`config.mk`:
```
export PLATFORM = sky130hd
export DESIGN_NAME = mbuf_irq_flags
export DESIGN_NICKNAME = d
export VERILOG_FILES = /design/src/rtl/mbuf_irq_pkg.sv /design/src/rtl/mbuf_flag_cell.sv /design/src/rtl/mbuf_irq_reduce.sv /design/src/rtl/mbuf_irq_flags.sv
export SDC_FILE = /design/constraint.sdc
export NUM_CORES = 1
export LEC_CHECK = 0
export ABC_AREA = 0
export BUFFER_PORTS_ARGS = -buffer_cell sky130_fd_sc_hd__buf_2
export CORE_AREA = 2 2 71 123
export CTS_BUF_LIST = sky130_fd_sc_hd__clkbuf_4 sky130_fd_sc_hd__clkbuf_8
export DETAILED_ROUTE_END_ITERATION = 10
export DIE_AREA = 0 0 73 125
export PLACE_DENSITY_LB_ADDON = 0.2
export RECOVER_POWER = 25
export SYNTH_ARGS = -nofsm -noshare
export SYNTH_HDL_FRONTEND = slang
export SYNTH_HIERARCHICAL = 1
export SYNTH_SLANG_ARGS = --single-unit
```
`constraint.sdc`:
```
create_clock -name clk -period 1.45 [get_ports clk]
set_clock_uncertainty 0.15 [all_clocks]
set_input_delay 0.145 -clock clk [delete_from_list [all_inputs] [get_ports clk]]
set_output_delay 0.145 -clock clk [all_outputs]
set_load 0.01 [all_outputs]
```
`src/rtl/mbuf_irq_pkg.sv`:
```
package mbuf_irq_pkg;
  localparam int unsigned MB_COUNT_DEF  = 32;
  localparam int unsigned FIFO_SPAN     = 8;
  localparam int unsigned FIFO_EVENTS   = 3;
  localparam int unsigned RSVD_SPAN     = FIFO_SPAN - FIFO_EVENTS;

  typedef enum logic {
    SEL_FLAGS = 1'b0,
    SEL_MASK  = 1'b1
  } reg_sel_e;
endpackage

```
`src/rtl/mbuf_flag_cell.sv`:
```
module mbuf_flag_cell (
  input  logic clk,
  input  logic rst,
  input  logic set_i,
  input  logic clr_i,
  input  logic hold_i,
  output logic flag_q
);
  always_ff @(posedge clk) begin
    if (rst)
      flag_q <= 1'b0;
    else if (!hold_i)
      flag_q <= set_i | (flag_q & ~clr_i);
  end

  // a set beats a simultaneous clear
  a_r4_set_wins: assert property (@(posedge clk) disable iff (rst)
    (set_i && !hold_i) |=> flag_q);
  // a clear without a set empties the flag
  a_r3_w1c_clears: assert property (@(posedge clk) disable iff (rst)
    (clr_i && !set_i && !hold_i) |=> !flag_q);
  // a held flag keeps its stored value
  a_r8_hold_keeps: assert property (@(posedge clk) disable iff (rst)
    hold_i |=> $stable(flag_q));
endmodule

```
`src/rtl/mbuf_irq_reduce.sv`:
```
module mbuf_irq_reduce #(
  parameter int unsigned WIDTH = 32
) (
  input  logic             clk,
  input  logic             rst,
  input  logic [WIDTH-1:0] flags_i,
  input  logic [WIDTH-1:0] mask_i,
  output logic             irq_q
);
  always_ff @(posedge clk) begin
    if (rst) irq_q <= 1'b0;
    else     irq_q <= |(flags_i & mask_i);
  end
endmodule

```
`src/rtl/mbuf_irq_flags.sv`:
```
module mbuf_irq_flags
  import mbuf_irq_pkg::*;
#(
  parameter int unsigned NUM_MB = MB_COUNT_DEF
) (
  input  logic              clk,
  input  logic              rst,
  input  logic [NUM_MB-1:0] buf_done_i,
  input  logic              fifo_en_i,
  input  logic              fifo_avail_i,
  input  logic              fifo_warn_i,
  input  logic              fifo_ovf_i,
  input  logic              wr_en_i,
  input  logic              wr_sel_i,
  input  logic [NUM_MB-1:0] wr_data_i,
  output logic [NUM_MB-1:0] flags_o,
  output logic [NUM_MB-1:0] mask_o
  ,
  output logic              irq_o
);
  localparam int unsigned LOW_RSVD = RSVD_SPAN;
  localparam int unsigned LOW_FIFO = FIFO_SPAN;

  logic [NUM_MB-1:0]      flag_q;
  logic [NUM_MB-1:0]      mask_q;
  logic [FIFO_EVENTS-1:0] fifo_src;
  logic                   wr_flags;
  logic                   wr_mask;

  assign fifo_src = {fifo_ovf_i, fifo_warn_i, fifo_avail_i};
  assign wr_flags = wr_en_i && (reg_sel_e'(wr_sel_i) == SEL_FLAGS);
  assign wr_mask  = wr_en_i && (reg_sel_e'(wr_sel_i) == SEL_MASK);

  for (genvar i = 0; i < NUM_MB; i++) begin : g_bit
    logic set_b, clr_b, hold_b;
    assign clr_b = wr_flags & wr_data_i[i];
    if (i < LOW_RSVD) begin : g_rsvd
      assign set_b      = buf_done_i[i];
      assign hold_b     = fifo_en_i;
      assign flags_o[i] = flag_q[i] & ~fifo_en_i;
    end else if (i < LOW_FIFO) begin : g_fifo
      assign set_b      = fifo_en_i ? fifo_src[i-LOW_RSVD] : buf_done_i[i];
      assign hold_b     = 1'b0;
      assign flags_o[i] = flag_q[i];
    end else begin : g_plain
      assign set_b      = buf_done_i[i];
      assign hold_b     = 1'b0;
      assign flags_o[i] = flag_q[i];
    end

    mbuf_flag_cell u_cell (
      .clk    (clk),
      .rst    (rst),
      .set_i  (set_b),
      .clr_i  (clr_b),
      .hold_i (hold_b),
      .flag_q (flag_q[i])
    );
  end

  always_ff @(posedge clk) begin
    if (rst)          mask_q <= '0;
    else if (wr_mask) mask_q <= wr_data_i;
  end
  assign mask_o = mask_q;

  mbuf_irq_reduce #(.WIDTH(NUM_MB)) u_irq (
    .clk     (clk),
    .rst     (rst),
    .flags_i (flags_o),
    .mask_i  (mask_q),
    .irq_q   (irq_o)
  );

  // state is empty right after reset
  a_r1_reset_clear: assert property (@(posedge clk) disable iff (rst)
    $past(rst) |-> (flags_o == '0 && mask_o == '0 && !irq_o));
  // interrupt follows the masked flags one cycle later
  a_r6_irq_raise: assert property (@(posedge clk) disable iff (rst)
    (|(flags_o & mask_o)) |=> irq_o);
  a_r6_irq_drop: assert property (@(posedge clk) disable iff (rst)
    !(|(flags_o & mask_o)) |=> !irq_o);
  // reserved bits read as zero in FIFO mode
  a_r8_rsvd_zero: assert property (@(posedge clk) disable iff (rst)
    fifo_en_i |-> (flags_o[LOW_RSVD-1:0] == '0));
  // mask write lands next cycle
  a_r5_mask_load: assert property (@(posedge clk) disable iff (rst)
    wr_mask |=> (mask_o == $past(wr_data_i)));
endmodule

```
==> results of run 1 <==
-- layout make-up --
class | count | area share [%]
Inverter | 33 | 2.36
Clock buffer | 14 | 3.32
Timing Repair Buffer | 214 | 28.5
Tap cell | 92 | 2.20
Sequential cell | 65 | 24.9
Multi-Input combinational cell | 308 | 38.8
-- report_power, final --
part / leakage (nW) / switching, mW / total (mW) / internal, mW
Clock: 0.0929 / 0.627 / 1.38 / 0.754
Combinational: 1.85 / 0.424 / 0.913 / 0.489
Sequential: 0.536 / 0.0923 / 2.00 / 1.91
Total: 2.48 / 1.14 / 4.29 / 3.15
-- per-layer routing --
layer / vias to the layer above / part of all wire (%)
li1: 1775 / -
met1: 1692 / 40
met2: 107 / 52
met3: 21 / 4.8
met4: 0 / 2.8
met5: - / 0
-- through the flow --
stage	instance area, sq um	power, mW	cells	setup TNS (ns)
final	5240	4.29	726	-0.0139
after global routing	5240	4.51	726	-0.0714
after CTS	5270	4.35	726	-0.00219
after detailed placement	4410	2.80	647	-0.0636
after global placement	4410	2.78	647	0
after floorplan	3820	2.53	453	0
-- cell usage after synthesis (3+ instances only) --
cell type  instances
a21bo_2            4
a21oi_2           28
a21oi_1            4
mux2_2             3
dfxtp_1           65
a32o_1            32
buf_6              4
nor2_1            32
inv_1             33
nor2b_1            5
nand4_1            4
nand2b_1          32
nand3_1           32
and2_1            32
buf_8              4
buf_2              4
buf_4             30
a21bo_1           28
a22oi_1           15
clkbuf_1           3
-- worst paths after layout --
check | start | to | slack (ns) | cells after the start
hold / removal | buf_done_i[6] | g_bit[6].u_cell/flag_q | 0.02 | 3
hold reg to reg | g_bit[4].u_cell/flag_q | g_bit[4].u_cell/flag_q | 0.34 | 1
setup reg to reg | g_bit[3].u_cell/flag_q | u_irq/irq_q | -0.01 | 4
setup / recovery | g_bit[3].u_cell/flag_q | u_irq/irq_q | -0.01 | 4
-- kinds of logic (layout without fill, tap and decap cells) --
group,Yosys count,after routing,share of synthesized area [%]
and+or+nand+nor,138,138,20.7
DFF,65,65,35.9
muxes,3,3,0.932
other,1,54,0.103
AOI/OAI and AO/OA,113,113,28.8
buffers and inverters,80,261,13.6
-- cells in the final DEF (no fill, tap or decap) --
cell type	count
clkbuf_4	3
nor2b_4	2
a21oi_1	13
a21bo_2	4
nor2b_1	2
nor2_1	32
dfxtp_1	63
and2_1	32
a22oi_2	6
a21bo_1	28
clkbuf_8	11
mux2_2	3
a22oi_1	10
buf_12	5
nand3_1	32
dfxtp_2	2
buf_2	135
conb_1	54
o41a_1	1
inv_1	33
dlygate4sd3_1	65
nand2b_1	32
a21oi_2	19
nand4_1	4
a32o_1	32
buf_4	9
nor2b_2	2
-- worst max-delay path, delay by kind of cell, from the launching register on --
| kind | cells | cell delay, ns |
|---|---|---|
| AO/OA/AOI/OAI | 2 | 0.62 |
| flip-flops | 1 | 0.33 |
| AND/OR/NAND/NOR | 2 | 0.24 |
-- state kept, by name, summed over array words and instances, names as in the netlist --
signal,cells
g_bit.u_cell/flag_q,32
mask_o,32
u_irq/irq_q,1
-- what timing repair did --
| item | CTS | global route |
|---|---|---|
| pin swaps | 7 | 0 |
| resized for setup | 9 | 2 |
| gates cloned | 0 | 0 |
| endpoints found under the setup margin | 1 | 2 |
| endpoints found under the hold margin | 63 | 0 |
| hold buffers | 65 | 0 |
==> impl_metrics.json, run 1 <==
{
  "cellPowerDensity_nw_per_um2": 819,
  "postCtsSetupRepairBufs": 0,
  "overflow": 0,
  "cts.sink_count": 65,
  "regArea_sq_um": 1300,
  "numCtsBuffers": 9,
  "nets": 703,
  "antenna_cells": 0,
  "hold_class": "primary input to flop",
  "synthTopCellsByArea": "dfxtp_1, a32o_1, a21bo_1",
  "async_flop_share_pct": 0,
  "synth_top_area_cell": "dfxtp_1",
  "cp.arrival_ns": 1.52,
  "max_freq_mhz": 683,
  "initial_core_util_pct": 44.2,
  "antenna_found_initial": 0,
  "multi_input_area_sq_um": 2030,
  "fin_crit_ns": 1.46,
  "cp.required_ns": 1.51,
  "grt_pass1_vias": 3545,
  "final_util_pct": 63.9,
  "routed_wl_mm": 10.4,
  "path_class": "flop to flop",
  "synth-seq-area-share_pct": 35.9,
  "grt_max_degree": 65,
  "dieArea_sq_um": 9130,
  "cts_tree": "yes",
  "cts-root-buf": "clkbuf_8",
  "violations": "negative setup slack",
  "drive_above_1_share_pct": 31.7,
  "crit_path_end_kind": "flop",
  "path_max_fanout": 2,
  "avgSynthCellArea_sq_um": 9.06,
  "clk_pin_slew_ns": 0.07,
  "run_status": "complete, but fails checks",
  "synth.distinct_cells": 25,
  "drt-initial-drc-count": 146,
  "global_route.usage.met3_pct": 4.67,
  "chipWidth_um": 73,
  "avgRoutedWirePerCell_um": 14.3,
  "leakage_nw": 2.48,
  "syn_area_sq_um": 3620,
  "syn2layout_area_growth_pct": 44.7,
  "firstDrtPassIters": 4,
  "drc": 0,
  "num_rows": 44,
  "clockBufferDepth": 2,
  "crit_path_top_delay_cell": "o41a_1",
  "gp_congestion": 0.783,
  "fp.coreArea_sq_um": 8200,
  "synth-edff-count": 0,
  "grt.met1_usage_pct": 26.1,
  "post-route-period-util_pct": 101,
  "met2_usage_pct": 40.1,
  "grt_pass1_wl_mm": 16.4,
  "place.port_buffers": 136,
  "pre_cts_slack_ns": -0.0636,
  "cts_htree_levels": 3,
  "pin_count": 137,
  "post-dp-hpwl_mm": 6.93,
  "nFillCells": 695,
  "ys_ff_latch": 65,
  "crit_path_cell_trace": "nor2b_4 -> a22oi_2 -> nand4_1 -> o41a_1",
  "peakVddDrop_mv": 0.645,
  "maxSlewViolCount": 0,
  "yosysWarnings": 6,
  "num_vias": 3595,
  "antenna_left": 0,
  "crit_path_start_kind": "flop",
  "top_usage_layer": "met2",
  "fin_ws_ns": -0.0139,
  "rsz0062_at_grt": "true",
  "clk_latency_ns": 0.33,
  "viasPerCell": 4.95,
  "syn_inst": 400,
  "hold_viol_final": 0,
  "worst_hold_slack_ns": 0.0216,
  "die_y_um": 125,
  "slowest_delay_ns": 0.42,
  "synth_top_area_share_pct": 35.9,
  "finalSetupViolCount": 1,
  "grt_usage_pct": 22.9,
  "max-cap-violations": 0,
  "yosys_most_used_dff": "dfxtp_1"
}
(Power assumes the default switching activity.)
==> run 2: changes to the inputs <==
- CORE_AREA: 2 2 71 123 -> 2 2 64 111
- DIE_AREA: 0 0 73 125 -> 0 0 66 113
- SYNTH_HIERARCHICAL: 1 -> unset
==> run 2 against run 1 <==
The flow finishes with violations (negative hold slack). Cell count fell by 15%. Critical endpoint is now mask_o[18]. Global-route usage rose by 1.2 points. Highest routed layer unchanged. Area after synthesis fell by 26%. Worst setup slack improved by 0.015 ns. Largest cell class is now buffers. Design area fell by 18%. Via count fell by 17%.
==> impl_metrics.json, run 2 <==
{
  "r2r_slack_ns": 0.06,
  "clk_pin_slew_ns": 0.06,
  "clockBufferDepth": 2,
  "leakage_nw": 1.98,
  "grt_usage_pct": 24.1,
  "rsz0062_at_grt": "true",
  "nets": 606,
  "cp.required_ns": 1.51,
  "drive_above_1_share_pct": 30.7,
  "clk_latency_ns": 0.34,
  "cellPowerDensity_nw_per_um2": 963,
  "slew_headroom_pct": 66.9,
  "pre_cts_slack_ns": -0.0491,
  "r2r_start": "mask_o[25]",
  "num_rows": 39,
  "overflow": 0,
  "num_vias": 2988,
  "grt_max_degree": 66,
  "async_flop_share_pct": 0,
  "max-cap-violations": 0,
  "viasPerCell": 4.83,
  "routed_wl_mm": 8.56,
  "avgRoutedWirePerCell_um": 13.8,
  "synth-seq-area-share_pct": 48.8,
  "worst_hold_slack_ns": -0.0396,
  "fin_crit_ns": 1.45,
  "syn_area_sq_um": 2670,
  "worstHoldEndpoint": "g_bit[14].u_cell.flag_q",
  "synth_top_area_share_pct": 48.8,
  "finalNonFillerCells": 619,
  "post-dp-hpwl_mm": 5.36,
  "min_path_cells": 4,
  "antenna_left": 0,
  "finalPower_mw": 4.12,
  "placed_area_sq_um": 3260,
  "drc": 0,
  "run_status": "complete, but fails checks",
  "gp_congestion": 0.750,
  "grt_pass1_vias": 2994,
  "cts_htree_levels": 3,
  "yosysMostFrequentCell": "nand2_1",
  "cts-root-buf": "clkbuf_8",
  "cp.arrival_ns": 1.51,
  "syn_inst": 341,
  "fin_area_sq_um": 4280,
  "hold_viol_final": 10,
  "cts_tree": "yes",
  "peakVddDrop_mv": 0.686,
  "fp.coreArea_sq_um": 6540,
  "antenna_cells": 0,
  "r2r_end": "u_irq.irq_q",
  "chipWidth_um": 66,
  "maxSlewViolCount": 0,
  "grt_pass1_wl_mm": 13.7,
  "synth_nets": 413,
  "initial_core_util_pct": 40.8,
  "path_max_fanout": 2,
  "synth.distinct_cells": 21,
  "finalSetupViolCount": 0,
  "tightest_slew_ns": 0.497,
  "fin_ws_ns": 0.00123,
  "hold_class": "primary input to flop",
  "die_y_um": 113,
  "syn2layout_area_growth_pct": 60.5,
  "synthTopCellsByArea": "dfxtp_1, nand2_1, a21oi_1",
  "pin_count": 137,
  "ys_ff_latch": 65,
  "synth-edff-count": 0,
  "path_class": "primary input to flop",
  "firstDrtPassIters": 4,
  "violations": "negative hold slack",
  "crit_path_start_kind": "primary input",
  "place.port_buffers": 136,
  "antenna_found_initial": 0,
  "synth_top_cells_by_count": "nand2_1, dfxtp_1, a21oi_1",
  "synth_top_area_cell": "dfxtp_1",
  "dieArea_sq_um": 7460,
  "avgSynthCellArea_sq_um": 7.82,
  "layout_common_cells": "buf_2, nand2_1, dlygate4sd3_1",
  "dp_cells": 524,
  "layout_commonest_cell": "buf_2",
  "cts.sink_count": 65,
  "yosysWarnings": 0,
  "nFillCells": 574,
  "reg2regPathDepth": 4,
  "yosys_most_used_dff": "dfxtp_1",
  "max_freq_mhz": 690,
  "hp-start": "wr_data_i[14]",
  "crit_path_end_kind": "flop",
  "numCtsBuffers": 9,
  "post-route-period-util_pct": 99.9,
  "drt-initial-drc-count": 149
}
[run 2: repair_timing]
action / CTS / global route
resized for setup: 2 / 9
hold buffers: 91 / 4
endpoints found under the setup margin: 1 / 18
pin swaps: 0 / 5
endpoints found under the hold margin: 64 / 4
buffers inserted: 0 / 1
[run 2: area by class of cell]
type / instances / area, sq um / share of cell area, %
Multi-Input combinational cell: 231 / 1120 / 26.2
Tap cell: 82 / 103 / 2.40
Sequential cell: 65 / 1300 / 30.5
Clock buffer: 14 / 174 / 4.07
Timing Repair Buffer: 227 / 1580 / 36.9
[run 2: cell families (layout without fill, tap and decap cells)]
group,Yosys count,count (layout),share of synthesized area (%)
AOI/OAI and AO/OA,79,79,16.5
buffers and inverters,45,241,10.5
DFF,65,65,48.8
muxes,3,3,1.13
and+or+nand+nor,149,149,23.1
[run 2: how the worst max path moves through the flow]
stage	startpoint	end	cells past startpoint
3_3_place_gp	g_bit[25].u_cell.flag_q	u_irq.irq_q	4
2_1_floorplan	g_bit[0].u_cell.flag_q	u_irq.irq_q	4
3_5_place_dp	g_bit[25].u_cell.flag_q	u_irq.irq_q	4
5_1_grt	mask_o[25]	u_irq.irq_q	4
4_1_cts	g_bit[24].u_cell.flag_q	u_irq.irq_q	4
6_report	wr_data_i[18]	mask_o[18]	5
[run 2: metrics by stage]
stage | utilization (%) | TNS [ns]
2_1_floorplan | - | 0
3_3_place_gp | 49.8 | -0.0355
3_5_place_dp | 49.8 | -0.0491
4_1_cts | 66.6 | 0
5_1_grt | 65.4 | -0.0351
6_report | 65.4 | 0
[run 2: power by group]
part	leakage, nW	switching (mW)	internal [mW]	total (mW)
Clock	0.0929	0.636	0.754	1.39
Sequential	0.538	0.0848	1.90	1.98
Combinational	1.35	0.342	0.405	0.747
[run 2: per-layer routing]
metal | part of all wire (%) | global-route usage [%]
met1 | 37 | 25.4
met5 | 0 | 0
met3 | 5.6 | 5.37
met4 | 3.0 | 13.5
met2 | 54 | 42.9
[run 2: critical path, cell delays in order]
cell and delay (ns):
dlygate4sd3_1 0.54, buf_2 0.13, dlygate4sd3_1 0.57, nand2_1 0.06, a21oi_1 0.06
==> run 3: changes to the inputs <==
- ABC_AREA: 0 -> 1
- CORE_AREA: 2 2 64 111 -> 2 2 66 114
- DIE_AREA: 0 0 66 113 -> 0 0 68 116
==> run 3 against run 2 <==
Global-route usage rose by 0.16 points. Total power shrank 1.6%. Flip-flop and latch count did not move. The flow still finishes with violations (negative hold slack). Design area rose by 0.23%. Critical path depth did not move. Critical path type unchanged. Largest cell class unchanged.
==> impl_metrics.json, run 3 <==
{
  "run_status": "complete, but fails checks",
  "violations": "negative hold slack",
  "fp.coreArea_sq_um": 6910,
  "firstDrtPassIters": 4,
  "cts.sink_count": 65,
  "yosys_most_used_dff": "dfxtp_1",
  "path_max_fanout": 1,
  "synth_top_area_cell": "dfxtp_1",
  "crit_path_cell_trace": "dlygate4sd3_1 -> buf_2 -> a21oi_1 -> dlygate4sd3_1 -> nor2_1",
  "post-dp-hpwl_mm": 5.71,
  "peakVddDrop_mv": 0.584,
  "syn_inst": 393,
  "synth_top_cells_by_count": "nand2_1, dfxtp_1, a21oi_1",
  "crit_path_end_kind": "flop",
  "worst_hold_slack_ns": -0.0156,
  "place.port_buffers": 136,
  "yosysMostFrequentCell": "nand2_1",
  "clk_pin_slew_ns": 0.07,
  "synth-seq-area-share_pct": 45.0,
  "synth_nets": 465,
  "cellPowerDensity_nw_per_um2": 945,
  "fin_crit_ns": 1.43,
  "hp-start": "wr_data_i[26]",
  "drt-initial-drc-count": 170,
  "avgSynthCellArea_sq_um": 7.36,
  "antenna_cells": 0,
  "synthTopCellsByArea": "dfxtp_1, nand2_1, a21oi_1",
  "crit_path_start_kind": "primary input",
  "fin_area_sq_um": 4290,
  "finalSetupViolCount": 0,
  "chipWidth_um": 68,
  "path_class": "primary input to flop",
  "placed_area_sq_um": 3420,
  "cts_htree_levels": 3,
  "rsz0062_at_grt": "false",
  "viasPerCell": 4.86,
  "hold_class": "primary input to flop",
  "crit_family": "buffers and inverters",
  "grt_pass1_wl_mm": 14.5,
  "synth_top_area_share_pct": 45.0,
  "crit_start": "buf_done_i[29]",
  "slew_headroom_pct": 57.7,
  "syn2layout_area_growth_pct": 48.2,
  "syn_area_sq_um": 2890,
  "finalPower_mw": 4.05,
  "grt_max_degree": 66,
  "leakage_nw": 2.09,
  "clk_latency_ns": 0.34,
  "critical_path_buf_inv_count": 3,
  "layout_common_cells": "buf_2, nand2_1, dlygate4sd3_1",
  "tightest_slew_ns": 0.634,
  "layout_commonest_cell": "buf_2",
  "maxSlewViolCount": 0,
  "avgRoutedWirePerCell_um": 13.5,
  "pin_count": 137,
  "crit_path_frequent_cell": "dlygate4sd3_1",
  "hold_viol_final": 7,
  "antenna_left": 0,
  "crit_path_top_delay_cell": "dlygate4sd3_1",
  "dieArea_sq_um": 7890,
  "final_util_pct": 62.1,
  "cts_tree": "yes",
  "grt_usage_pct": 24.3,
  "synth-edff-count": 0,
  "routed_wl_mm": 8.91,
  "cp.arrival_ns": 1.51,
  "cp.required_ns": 1.53,
  "grt_pass1_vias": 3255,
  "synth.distinct_cells": 20,
  "max-cap-violations": 0,
  "setup-tns-final_ns": 0,
  "numCtsBuffers": 9,
  "num_vias": 3215,
  "async_flop_share_pct": 0,
  "ys_ff_latch": 65,
  "nets": 646,
  "gp_congestion": 0.715,
  "antenna_found_initial": 0,
  "num_rows": 40,
  "postCtsSetupRepairBufs": 0,
  "r2r_start": "g_bit[12].u_cell.flag_q",
  "clockBufferDepth": 2,
  "overflow": 0,
  "r2r_slack_ns": 0.12,
  "yosysWarnings": 0,
  "max_freq_mhz": 698,
  "slowest_delay_ns": 0.56,
  "drc": 0,
  "post-route-period-util_pct": 98.8,
  "die_y_um": 116,
  "drive_above_1_share_pct": 30.0,
  "initial_core_util_pct": 41.9,
  "cts-root-buf": "clkbuf_8"
}
[run 3: worst paths after layout]
path,cells after the start,to
worst max-delay path,5,g_bit[29].u_cell.flag_q
worst min-delay path,4,g_bit[26].u_cell.flag_q
worst max register to register,3,g_bit[12].u_cell.flag_q
worst min register to register,2,mask_o[24]
[run 3: through the flow]
stage / setup WS [ns] / cells
5_1_grt: 0.00144 / 661
2_1_floorplan: 0.445 / 393
6_report: 0.0171 / 661
3_3_place_gp: 0.238 / 574
3_5_place_dp: 0.203 / 574
4_1_cts: 0.0340 / 676
[run 3: final cells by class]
class                      instances  area (sq um)
clock buffer                      13           154
clock inverter                     1          5.00
fill                             630          2620
inverter                          10          42.5
multi-input combinational        271          1190
sequential                        65          1300
tap                               84           105
timing repair buffer             217          1490
[run 3: report_power, final]
part           total [mW]  internal (mW)  switching [mW]
combinational       0.755          0.387           0.369
clock                1.32          0.676           0.640
sequential           1.98           1.90          0.0828
[run 3: repair_timing]
action	4_1_cts	5_1_grt
endpoints found under the hold margin	64	0
hold buffers	88	0
gates resized for setup	0	3
setup endpoints to repair	0	19
[run 3: logic make-up after synthesis]
group	after synthesis	synth area share [%]
AOI/OAI and AO/OA	71	13.8
buffers and inverters	57	12.8
DFF	65	45.0
and+or+nand+nor	200	28.3
[run 3: worst reg2reg max path: cells and delay by family (launching register included)]
kind	cells	cell delay [ns]
buffers and inverters	1	0.56
DFF	1	0.32
AOI/OAI and AO/OA	1	0.15
and+or+nand+nor	1	0.04
[run 3: per-layer routing]
layer | part of all wire, % | track usage [%] | vias up
met5 | 0 | 0 | -
met4 | 2.5 | 9.87 | 0
met3 | 5.3 | 6.02 | 15
met2 | 54 | 44.3 | 107
met1 | 38 | 25.5 | 1494
li1 | - | - | 1599
